`src/rtl/evt_stamp_pkg.sv`:
```
package evt_stamp_pkg;
  // Host service progress since the current capture
  typedef enum logic [1:0] {
    SVC_ARMED  = 2'd0,
    SVC_STATUS = 2'd1,
    SVC_STAMP  = 2'd2
  } svcState_e;

  // Strobes from the control to the datapath
  typedef struct packed {
    logic capture;
    logic fromInternal;
  } capStrobe_t;
endpackage

```
`src/rtl/evt_stamp_edge.sv`:
```
module evt_stamp_edge #(
  parameter int STAGES = 2
) (
  input  logic clk,
  input  logic rstN,
  input  logic evtPin,
  input  logic fallSel,
  output logic edgeHit
);
  logic [STAGES-1:0] syncQ;
  logic              prevQ;
  logic              lvl;

  generate
    if (STAGES == 1) begin : g_one
      always_ff @(posedge clk or negedge rstN) begin
        if (!rstN) syncQ <= '0;
        else       syncQ <= evtPin;
      end
    end else begin : g_chain
      always_ff @(posedge clk or negedge rstN) begin
        if (!rstN) syncQ <= '0;
        else       syncQ <= {syncQ[STAGES-2:0], evtPin};
      end
    end
  endgenerate

  assign lvl = syncQ[STAGES-1];

  always_ff @(posedge clk or negedge rstN) begin
    if (!rstN) prevQ <= 1'b0;
    else       prevQ <= lvl;
  end

  assign edgeHit = fallSel ? (prevQ & ~lvl) : (~prevQ & lvl);
endmodule

```
`src/rtl/evt_stamp_ctrl.sv`:
```
module evt_stamp_ctrl
  import evt_stamp_pkg::*;
(
  input  logic       clk,
  input  logic       rstN,
  input  logic       pinEdge,
  input  logic       evtInt,
  input  logic       rdStatus,
  input  logic       rdStamp,
  input  logic       clrFlag,
  output capStrobe_t strb,
  output logic       tsFlag,
  output logic       tsOverrun
);
  svcState_e svcQ, svcD;
  logic flagQ, flagD, ovrQ, ovrD;
  logic anyEvt, clrOk, take;

  assign anyEvt = pinEdge | evtInt;
  assign clrOk  = clrFlag & flagQ & (svcQ == SVC_STAMP);
  assign take   = anyEvt & (~flagQ | clrOk);

  assign strb.capture      = take;
  assign strb.fromInternal = evtInt & ~pinEdge;

  always_comb begin
    flagD = flagQ;
    ovrD  = ovrQ;
    svcD  = svcQ;
    if (flagQ) begin
      case (svcQ)
        SVC_ARMED:  if (rdStatus) svcD = SVC_STATUS;
        SVC_STATUS: if (rdStamp)  svcD = SVC_STAMP;
        default:    svcD = svcQ;
      endcase
    end
    if (clrOk) begin
      flagD = 1'b0;
      ovrD  = 1'b0;
      svcD  = SVC_ARMED;
    end
    if (anyEvt) begin
      if (take) begin
        flagD = 1'b1;
        ovrD  = 1'b0;
        svcD  = SVC_ARMED;
      end else begin
        ovrD = 1'b1;
      end
    end
  end

  always_ff @(posedge clk or negedge rstN) begin
    if (!rstN) begin
      flagQ <= 1'b0;
      ovrQ  <= 1'b0;
      svcQ  <= SVC_ARMED;
    end else begin
      flagQ <= flagD;
      ovrQ  <= ovrD;
      svcQ  <= svcD;
    end
  end

  assign tsFlag    = flagQ;
  assign tsOverrun = ovrQ;
endmodule

```
`src/rtl/evt_stamp_dp.sv`:
```
module evt_stamp_dp
  import evt_stamp_pkg::*;
#(
  parameter int CAL_W = 33
) (
  input  logic             clk,
  input  logic             rstN,
  input  capStrobe_t       strb,
  input  logic [CAL_W-1:0] calNow,
  output logic [CAL_W-1:0] stamp,
  output logic             stampSrc
);
  always_ff @(posedge clk or negedge rstN) begin
    if (!rstN) begin
      stamp    <= '0;
      stampSrc <= 1'b0;
    end else if (strb.capture) begin
      stamp    <= calNow;
      stampSrc <= strb.fromInternal;
    end
  end
endmodule

```
`src/rtl/evt_stamp_latch.sv`:
```
module evt_stamp_latch
  import evt_stamp_pkg::*;
#(
  parameter int CAL_W       = 33,
  parameter int SYNC_STAGES = 2
) (
  input  logic             clk,
  input  logic             rstN,
  input  logic             evtPin,
  input  logic             evtInt,
  input  logic             fallSel,
  input  logic [CAL_W-1:0] calNow,
  input  logic             rdStatus,
  input  logic             rdStamp,
  input  logic             clrFlag,
  output logic             tsFlag,
  output logic             tsOverrun,
  output logic             irq,
  output logic [CAL_W-1:0] stamp,
  output logic             stampSrc
);
  logic       pinEdge;
  capStrobe_t strb;

  evt_stamp_edge #(.STAGES(SYNC_STAGES)) edge_i (
    .clk(clk), .rstN(rstN), .evtPin(evtPin), .fallSel(fallSel), .edgeHit(pinEdge)
  );

  evt_stamp_ctrl ctrl_i (
    .clk(clk), .rstN(rstN), .pinEdge(pinEdge), .evtInt(evtInt),
    .rdStatus(rdStatus), .rdStamp(rdStamp), .clrFlag(clrFlag),
    .strb(strb), .tsFlag(tsFlag), .tsOverrun(tsOverrun)
  );

  evt_stamp_dp #(.CAL_W(CAL_W)) dp_i (
    .clk(clk), .rstN(rstN), .strb(strb), .calNow(calNow),
    .stamp(stamp), .stampSrc(stampSrc)
  );

  assign irq = tsFlag;
endmodule

```
`config.mk`:
```
export PLATFORM = sky130hd
export DESIGN_NAME = evt_stamp_latch
export DESIGN_NICKNAME = d
export VERILOG_FILES = /design/src/rtl/evt_stamp_pkg.sv /design/src/rtl/evt_stamp_edge.sv /design/src/rtl/evt_stamp_ctrl.sv /design/src/rtl/evt_stamp_dp.sv /design/src/rtl/evt_stamp_latch.sv
export SDC_FILE = /design/constraint.sdc
export NUM_CORES = 1
export LEC_CHECK = 0
export BUFFER_PORTS_ARGS = -buffer_cell sky130_fd_sc_hd__buf_2
export CORE_MARGIN = 3
export CORE_UTILIZATION = 48
export CTS_BUF_LIST = sky130_fd_sc_hd__clkbuf_8
export CTS_CLUSTER_SIZE = 10
export DETAILED_ROUTE_END_ITERATION = 16
export GPL_TIMING_DRIVEN = 0
export PLACE_DENSITY = 0.81
export SKIP_CTS_REPAIR_TIMING = 1
export SYNTH_ARGS = -nofsm -noshare
export SYNTH_HDL_FRONTEND = slang
export SYNTH_HIERARCHICAL = 1
export SYNTH_SLANG_ARGS = --single-unit
export TNS_END_PERCENT = 20
```
`constraint.sdc`:
```
create_clock -name clk -period 1.8 [get_ports clk]
set_input_delay 0.45 -clock clk [delete_from_list [all_inputs] [get_ports clk]]
set_output_delay 0.45 -clock clk [all_outputs]
set_load 0.02 [all_outputs]
```
==> results.toml, run 1 <==
[synth]
synthTopCellsByArea = "dfrtp_1 59%, mux2_4 26%, buf_12 3.5%, mux2_2 2.6%, a21oi_1 0.87%"
synth-edff-count = 0
synthesis.nets = 141
syn_area_um2 = 1727
synth_top_area_cell = "dfrtp_1"
syn_inst = 100
synth_top_area_frac = 0.5942
synthDistinctLibCells = 18
synthFlopType = "dfrtp_1"
ys_seq_elements = 41
synth_warnings = 6
synth_area_per_cell_um2 = 17.27
yosys-top-cells-count = "41 x dfrtp_1, 30 x mux2_4, 4 x mux2_2"
async_reset_ff_frac = 1.000
seq_area_frac_synth = 0.5942
yosysMostFrequentCell = "dfrtp_1"

[final_layout]
utilization = 0.6896
synthToLayoutAreaGrowth_pct = 35.36
drive_above_1_share = 0.6984
nets = 229
fillCellCount = 241
diodes = 0

[clock_tree]
cts.clk_slew.worst_paths_ns = 0.09
cts_buffer_depth = 2
cts_tree = "yes"
cts-buffers-inserted = 5
clockRootBuffer = "clkbuf_8"
cts.sinks = 41
worstSkewPairLatency_ns = 0.29
cts-htree-levels = 2

[global_route]
grt-ovfl-total = 0
grt_start_max_net_pins = 42
antenna_found_initial = 0
grt_first_pass_wirelength_um = 5520
grt_usage = 0.1729
first_global_vias = 1136

[die]
die_y_um = 65.98
fp-row-count = 21
core_area_um2 = 3390
num_io_pins = 78
die_x_um = 65.98
start_util = 0.5094
die_area_um2 = 4353

[worst_setup_path]
rr_worst_depth = 7
slowest_delay_ns = 0.39
critPathMaxFanout = 10
worstSetupStartpointType = "register"
worstPathArrival_ns = 1.91
end_kind = "register"
critical-path-top-delay-family = "flip-flops"
cp.depth = 7
slowest_stage = "dfrtp_1"
crit_start = "edge_i/prevQ"
r2r-end = "dp_i/stamp[16]"
critPathCapture = "dp_i/stamp[16]"
cp_cell_sequence = "nand2b_1, o21ai_2, nor2_1, a21oi_1, buf_6, buf_12, mux2_4"
crit_buf_inv = 2
rrSetupSlack_ns = 0.06
r2r_start = "edge_i/prevQ"
critPathKind = "reg2reg"
required_ns = 1.97

[timing]
fmax_mhz = 573.4
setup_violations = 0
clock-skew-final_ns = 0.009035
setup_slack_ns = 0.05606
maxSlewHeadroom = 0.4184
tns_ns = 0
finalHoldViolations = 0
worst_pin_slew_ns = 0.8724
fin_crit_sh = 0.9689
slew_violations = 0
period_minus_slack_ns = 1.744

[power]
p_leak_nw = 1.185
total_power_mw = 4.454
peakVddDrop_mv = 1.089
power.density_nw_per_um2 = 1906

[drt]
final_antenna_net_count = 0
post_drt_via_cell_ratio = 4.817
wire_per_inst_um = 15.48
drtIter0Drc = 44
drt_wl_total_um = 3637
first_pass_iters = 4
route.detailed.drc = 0
num_vias = 1132

[job]
maxCapViolCount = 0

[placed_design]
hpwl_um = 2610
pre_cts_slack_ns = -0.02082
gp_congestion = 0.7358
io_buffer_count = 77

[min_path]
hold_class = "in2async"

[status]
outcome = "finished clean"
==> cell type report <==
cell class | instances | area, µm² | share of cell area
sequential | 41 | 1026 | 0.4390
multi-input combinational | 53 | 614.3 | 0.2628
timing repair buffer | 82 | 440.4 | 0.1884
clock buffer | 6 | 82.58 | 0.03533
buffer | 5 | 78.83 | 0.03373
tap | 46 | 57.56 | 0.02463
clock inverter | 2 | 37.54 | 0.01606
==> placed cells by master, fill, tap and decap left out, drive strengths merged <==
cell,synthesis,routed
buf,6,86
bufinv,0,1
nor2,2,2
o21ai,1,1
nand2b,2,2
a21oi,3,3
nand2,2,2
mux2,34,34
dfrtp,41,41
nor2b,1,1
nand3b,2,2
clkinvlp,0,1
a22o,2,2
nor3,2,2
and2b,1,1
clkbuf,0,7
a311oi,1,1
==> worst min path at each step <==
stage	startpoint	end	slack, ns
finish	rstN	dp_i/stamp[28]	0.27
global route	evtPin	edge_i/syncQ[0]	0.25
CTS	evtPin	edge_i/syncQ[0]	0.26
detailed placement	edge_i/syncQ[0]	edge_i/syncQ[1]	0.34
global placement	edge_i/syncQ[0]	edge_i/syncQ[1]	0.33
floorplan	rstN	ctrl_i/svcQ[0]	0.15
==> sequential cells by signal (all words and copies together), names as in the netlist <==
register	cells
edge_i/prevQ	1
ctrl_i/tsOverrun	1
dp_i/stampSrc	1
ctrl_i/svcQ	2
edge_i/syncQ	2
ctrl_i/tsFlag	1
dp_i/stamp	33
==> where the power goes <==
group	total, mW	switching (mW)	internal (mW)
registers	1.61	0.251	1.36
clock network	0.755	0.304	0.451
logic	2.09	1.01	1.08
==> stage by stage <==
stage               instance area (µm²)  hold slack [ns]  std cells
finish                             2337           0.2687        235
global route                       2337           0.2504        235
CTS                                2290           0.2603        231
detailed placement                 2170           0.3428        223
global placement                   2170           0.3347        223
floorplan                          1727           0.1544        100
==> cells by family (layout without fill, tap and decap cells) <==
kind of cell / count (synthesis) / count (layout) / synth area share
mux: 34 / 34 / 0.2870
buf+inv: 6 / 95 / 0.05000
simple gates: 12 / 12 / 0.03913
flops: 41 / 41 / 0.5942
compound gates: 7 / 7 / 0.02971
==> metal layers <==
layer  track usage  vias to the layer above  share of wire
met2        0.2916                       44           0.55
met5             0                        -              0
met1        0.2044                      560           0.39
met4       0.06091                        0          0.010
li1              -                      524              -
met3       0.05952                        4          0.053
Power figures use the tool's default switching activity.
==> inputs of run 2 (changes only) <==
- CORE_UTILIZATION: 48 -> 25
- PLACE_DENSITY: 0.81 -> default
- clock period: 1.8 -> 2.2 ns (I/O delays scaled with it)
==> run 2 against run 1 <==
Net effect:
- global-route usage shrank 8.7 points
- sequential share of layout area grew 0.81 points
- flip-flop and latch count is the same
- die area grew 82%
- critical path depth grew 1
- wire length shrank 7.2%
- critical endpoint is now dp_i/stamp[25]
- highest routed layer unchanged
==> results.toml, run 2 (synthesis gave the netlist of run 1 again) <==
[die]
die_area_um2 = 7940
fp-row-count = 29
die_y_um = 89.11
start_util = 0.2644
num_io_pins = 78
die_x_um = 89.11
core_area_um2 = 6531

[timing]
setup_violations = 0
slew_violations = 0
clock-skew-final_ns = 0.006985
rsz0062_at_grt = "false"
finalHoldViolations = 0
worst_pin_slew_ns = 0.8854
period_minus_slack_ns = 1.740
maxSlewHeadroom = 0.4097
fmax_mhz = 574.8
holdWs_ns = 0.3613
fin_crit_sh = 0.7908
tns_ns = 0

[final_layout]
largest_reg_flops = 33
nets = 225
diodes = 0
layout.cells.non_filler = 261
drive_above_1_share = 0.6848
top_regs = "dp_i/stamp: 33 flops, ctrl_i/svcQ: 2 flops, edge_i/syncQ: 2 flops"
layout_common_cells = "77 x buf_2, 41 x dfrtp_1, 30 x mux2_4"
max_flop_register = "dp_i/stamp"
final_common_cell = "buf_2"
synthToLayoutAreaGrowth_pct = 32.90

[drt]
first_pass_iters = 3
wire_per_inst_um = 12.93
final_antenna_net_count = 0
drt_wl_total_um = 3375
num_vias = 1097
route.detailed.drc = 0
post_drt_via_cell_ratio = 4.203
drtIter0Drc = 12

[min_path]
whs_path_depth = 0
hold_class = "reg2reg"

[power]
p_seq_frac = 0.379
clkPwrFrac = 0.139
p_int_mw = 2.206
switching_share = 0.3572
pwr-share-comb = 0.481
peakVddDrop_mv = 0.5901
p_leak_nw = 1.149
p_sw_mw = 1.226
power.density_nw_per_um2 = 1496

[worst_setup_path]
critPathMaxFanout = 10
worstSetupStartpointType = "register"
critPathKind = "reg2reg"
required_ns = 2.36
worstPathArrival_ns = 1.90
critical-path-top-delay-family = "buffers and inverters"
cp_cell_sequence = "nand2b_1, o21ai_2, nor2_1, a21oi_1, buf_4, buf_6, buf_12, mux2_4"
crit_buf_inv = 3
end_kind = "register"
rr_worst_depth = 8
slowest_delay_ns = 0.38
cp.depth = 8
slowest_stage = "dfrtp_1"

[clock_tree]
worstSkewPairLatency_ns = 0.28
cts_tree = "yes"
clockRootBuffer = "clkbuf_8"
cts-htree-levels = 2
cts_buffer_depth = 2
cts-buffers-inserted = 5
cts.clk_slew.worst_paths_ns = 0.07
cts.sinks = 41

[placed_design]
io_buffer_count = 77
dp_cells = 254
gp_congestion = 0.6648
hpwl_um = 2474

[global_route]
grt_first_pass_wirelength_um = 5181
first_global_vias = 1143
grt_start_max_net_pins = 42
grt_usage = 0.08606
grt-ovfl-total = 0
antenna_found_initial = 0

[job]
maxCapViolCount = 0

[status]
outcome = "finished clean"
run 2: final timing paths:
check,startpoint,end,slack [ns]
worst min register to register,edge_i/syncQ[0],edge_i/syncQ[1],0.36
worst max register to register,edge_i/prevQ,dp_i/stamp[25],0.46
min in group asynchronous,rstN,dp_i/stamp[30],0.38
worst max-delay path,edge_i/prevQ,dp_i/stamp[25],0.46
max in group asynchronous,rstN,dp_i/stamp[28],1.25
worst min-delay path,edge_i/syncQ[0],edge_i/syncQ[1],0.36
run 2: worst register-to-register path: cells and delay by family (launching register included):
kind,cells,cell delay [ns]
buffers and inverters,3,0.42
DFF,1,0.38
muxes,1,0.31
AOI/OAI and AO/OA,2,0.29
and+or+nand+nor,2,0.23
run 2: power groups by stage:
stage | clock (mW) | sequential [mW] | combinational (mW)
5_1_grt | 0.546 | 1.35 | 1.76
2_1_floorplan | 0 | 1.72 | 0.765
3_5_place_dp | 0 | 1.31 | 1.68
6_report | 0.479 | 1.30 | 1.65
4_1_cts | 0.518 | 1.31 | 1.68
3_3_place_gp | 0 | 1.30 | 1.66
run 2: layout make-up:
class                   count  area (µm²)
flip-flops and latches     41        1026
multi-input cells          53       614.3
clock buffers               6       82.58
clock inverters             1       3.754
repair buffers             77       385.4
well taps                  77       96.34
fillers                   662        4237
plain buffers               6       86.33
run 2: per-layer routing:
layer  track usage  share of wire  up-vias
li1              -              -      514
met1        0.1031           0.45      520
met2        0.1393           0.45       57
met3       0.03687          0.095        6
met4       0.02842          0.014        0
met5             0              0        -
run 2: metrics by stage:
step / cell area [µm²] / setup slack (ns) / total power, mW / util
after detailed placement: 2208 / 0.2753 / 2.989 / 0.3381
final: 2295 / 0.4601 / 3.432 / 0.3513
after global placement: 2208 / 0.2838 / 2.965 / 0.3381
after CTS: 2295 / 0.4344 / 3.505 / 0.3513
after floorplan: 1727 / 0.5130 / 2.484 / -
after global routing: 2295 / 0.3567 / 3.657 / 0.3513
==> inputs of run 3 (changes only) <==
- clock period: 2.2 -> 1.6 ns (I/O delays scaled with it)
==> run 3 against run 2 <==
Net effect:
- the run now ends with negative setup slack left
- register-to-register slack worse by 0.62 ns
- wire length up 7.0%
- via count is 1.5% higher
- sequential power grew 38%
- utilization rose by 1.5 points
- clock skew up 0.0010 ns
- flip-flop and latch count did not move
- critical endpoint is now dp_i/stamp[8]
- highest routed layer unchanged
==> results.toml, run 3 (synthesis gave the netlist of run 1 again) <==
[worst_setup_path]
r2r_start = "edge_i/prevQ"
crit_start = "edge_i/prevQ"
end_kind = "register"
rr_worst_depth = 8
worstPathArrival_ns = 1.93
required_ns = 1.77
critPathMaxFanout = 9
worstSetupStartpointType = "register"
rrSetupSlack_ns = -0.16
critPathKind = "reg2reg"
r2r-end = "dp_i/stamp[8]"

[timing]
period_minus_slack_ns = 1.756
worst_pin_slew_ns = 0.8955
finalHoldViolations = 0
maxSlewHeadroom = 0.4030
setup_slack_ns = -0.1561
holdWs_ns = 0.2103
fmax_mhz = 569.4
slew_violations = 0
clock-skew-final_ns = 0.008031
fin_crit_sh = 1.098
rsz0062_at_grt = "true"
setup_violations = 34

[final_layout]
max_flop_register = "dp_i/stamp"
nets = 229
largest_reg_flops = 33
diodes = 0
final_common_cell = "buf_2"
utilization = 0.3665
layout_common_cells = "77 x buf_2, 41 x dfrtp_1, 30 x mux2_4"
synthToLayoutAreaGrowth_pct = 38.62
drive_above_1_share = 0.6931
layout.cells.non_filler = 266
top_regs = "dp_i/stamp: 33 flops, ctrl_i/svcQ: 2 flops, edge_i/syncQ: 2 flops"

[global_route]
grt-ovfl-total = 0
first_global_vias = 1140
grt_start_max_net_pins = 42
grt_first_pass_wirelength_um = 5526
antenna_found_initial = 0
grt_usage = 0.09166

[min_path]
whs_path_depth = 1
min-delay-start = "evtPin"
holdPathEnd = "edge_i/syncQ[0]"
hold_class = "in2reg"

[die]
fp-row-count = 29
num_io_pins = 78
die_y_um = 89.11
core_area_um2 = 6531
die_area_um2 = 7940
start_util = 0.2644
die_x_um = 89.11

[power]
power.density_nw_per_um2 = 2083
p_leak_nw = 1.195
peakVddDrop_mv = 0.8527

[drt]
drt_wl_total_um = 3611
first_pass_iters = 4
route.detailed.drc = 0
drtIter0Drc = 61
num_vias = 1113
wire_per_inst_um = 13.58
post_drt_via_cell_ratio = 4.184
final_antenna_net_count = 0

[placed_design]
pre_cts_slack_ns = -0.1652
io_buffer_count = 77
dp_cells = 254
gp_congestion = 0.7751
hpwl_um = 2550

[clock_tree]
cts.sinks = 41
cts_buffer_depth = 2
cts.clk_slew.worst_paths_ns = 0.08
cts-buffers-inserted = 5
cts-htree-levels = 2
cts_tree = "yes"
clockRootBuffer = "clkbuf_8"
worstSkewPairLatency_ns = 0.29

[status]
outcome = "complete, but fails checks"
violations = "negative setup slack"

[job]
maxCapViolCount = 0
## run 3: cell types whose count changed in the layout (fill, tap and decap cells not counted), sizes merged
cell,previous run,this run
buf,83,85
bufinv,0,1
clkbuf,6,7
clkinv,0,1
## run 3: final cells by class
type	instances	area [µm²]
fill	650	4138
sequential	41	1026
multi-input combinational	53	614.3
timing repair buffer	81	450.4
tap	77	96.34
buffer	6	95.09
clock buffer	5	68.82
clock inverter	3	42.54
## run 3: how the worst max path moves through the flow
stage | endpoint | slack [ns] | cells past startpoint
6_report | dp_i/stamp[8] | -0.16 | 8
5_1_grt | dp_i/stamp[8] | -0.26 | 8
4_1_cts | dp_i/stamp[6] | -0.17 | 8
3_5_place_dp | dp_i/stamp[6] | -0.17 | 8
3_3_place_gp | dp_i/stamp[9] | -0.16 | 8
2_1_floorplan | dp_i/stamp[10] | -0.02 | 8
## run 3: per-stage QoR
stage | total power [mW] | setup TNS [ns] | area, µm²
after floorplan | 3.422 | -0.4606 | 1730
after global placement | 4.087 | -4.645 | 2212
after detailed placement | 4.118 | -4.680 | 2212
after CTS | 4.987 | -4.585 | 2323
after global routing | 5.308 | -8.112 | 2394
final | 4.987 | -4.403 | 2394
## run 3: critical path, cell delays in order, from the launching register on
cell	delay (ns)
dfrtp_1	0.38
nand2b_1	0.15
o21ai_2	0.18
nor2_1	0.08
a21oi_1	0.12
buf_4	0.13
buf_12	0.14
clkbuf_16	0.16
mux2_4	0.29
## run 3: report_power, final
group	total (mW)	switching, mW	leakage, nW	internal, mW
Sequential	1.80	0.273	0.482	1.52
Clock	0.818	0.356	0.0595	0.462
Combinational	2.37	1.12	0.653	1.25
## run 3: metal layers
metal,vias up,part of all wire,GRT usage
met3,2,0.083,0.04147
met2,52,0.45,0.1319
li1,525,-,-
met5,-,0,0
met4,0,0.0053,0.02842
met1,534,0.46,0.1233
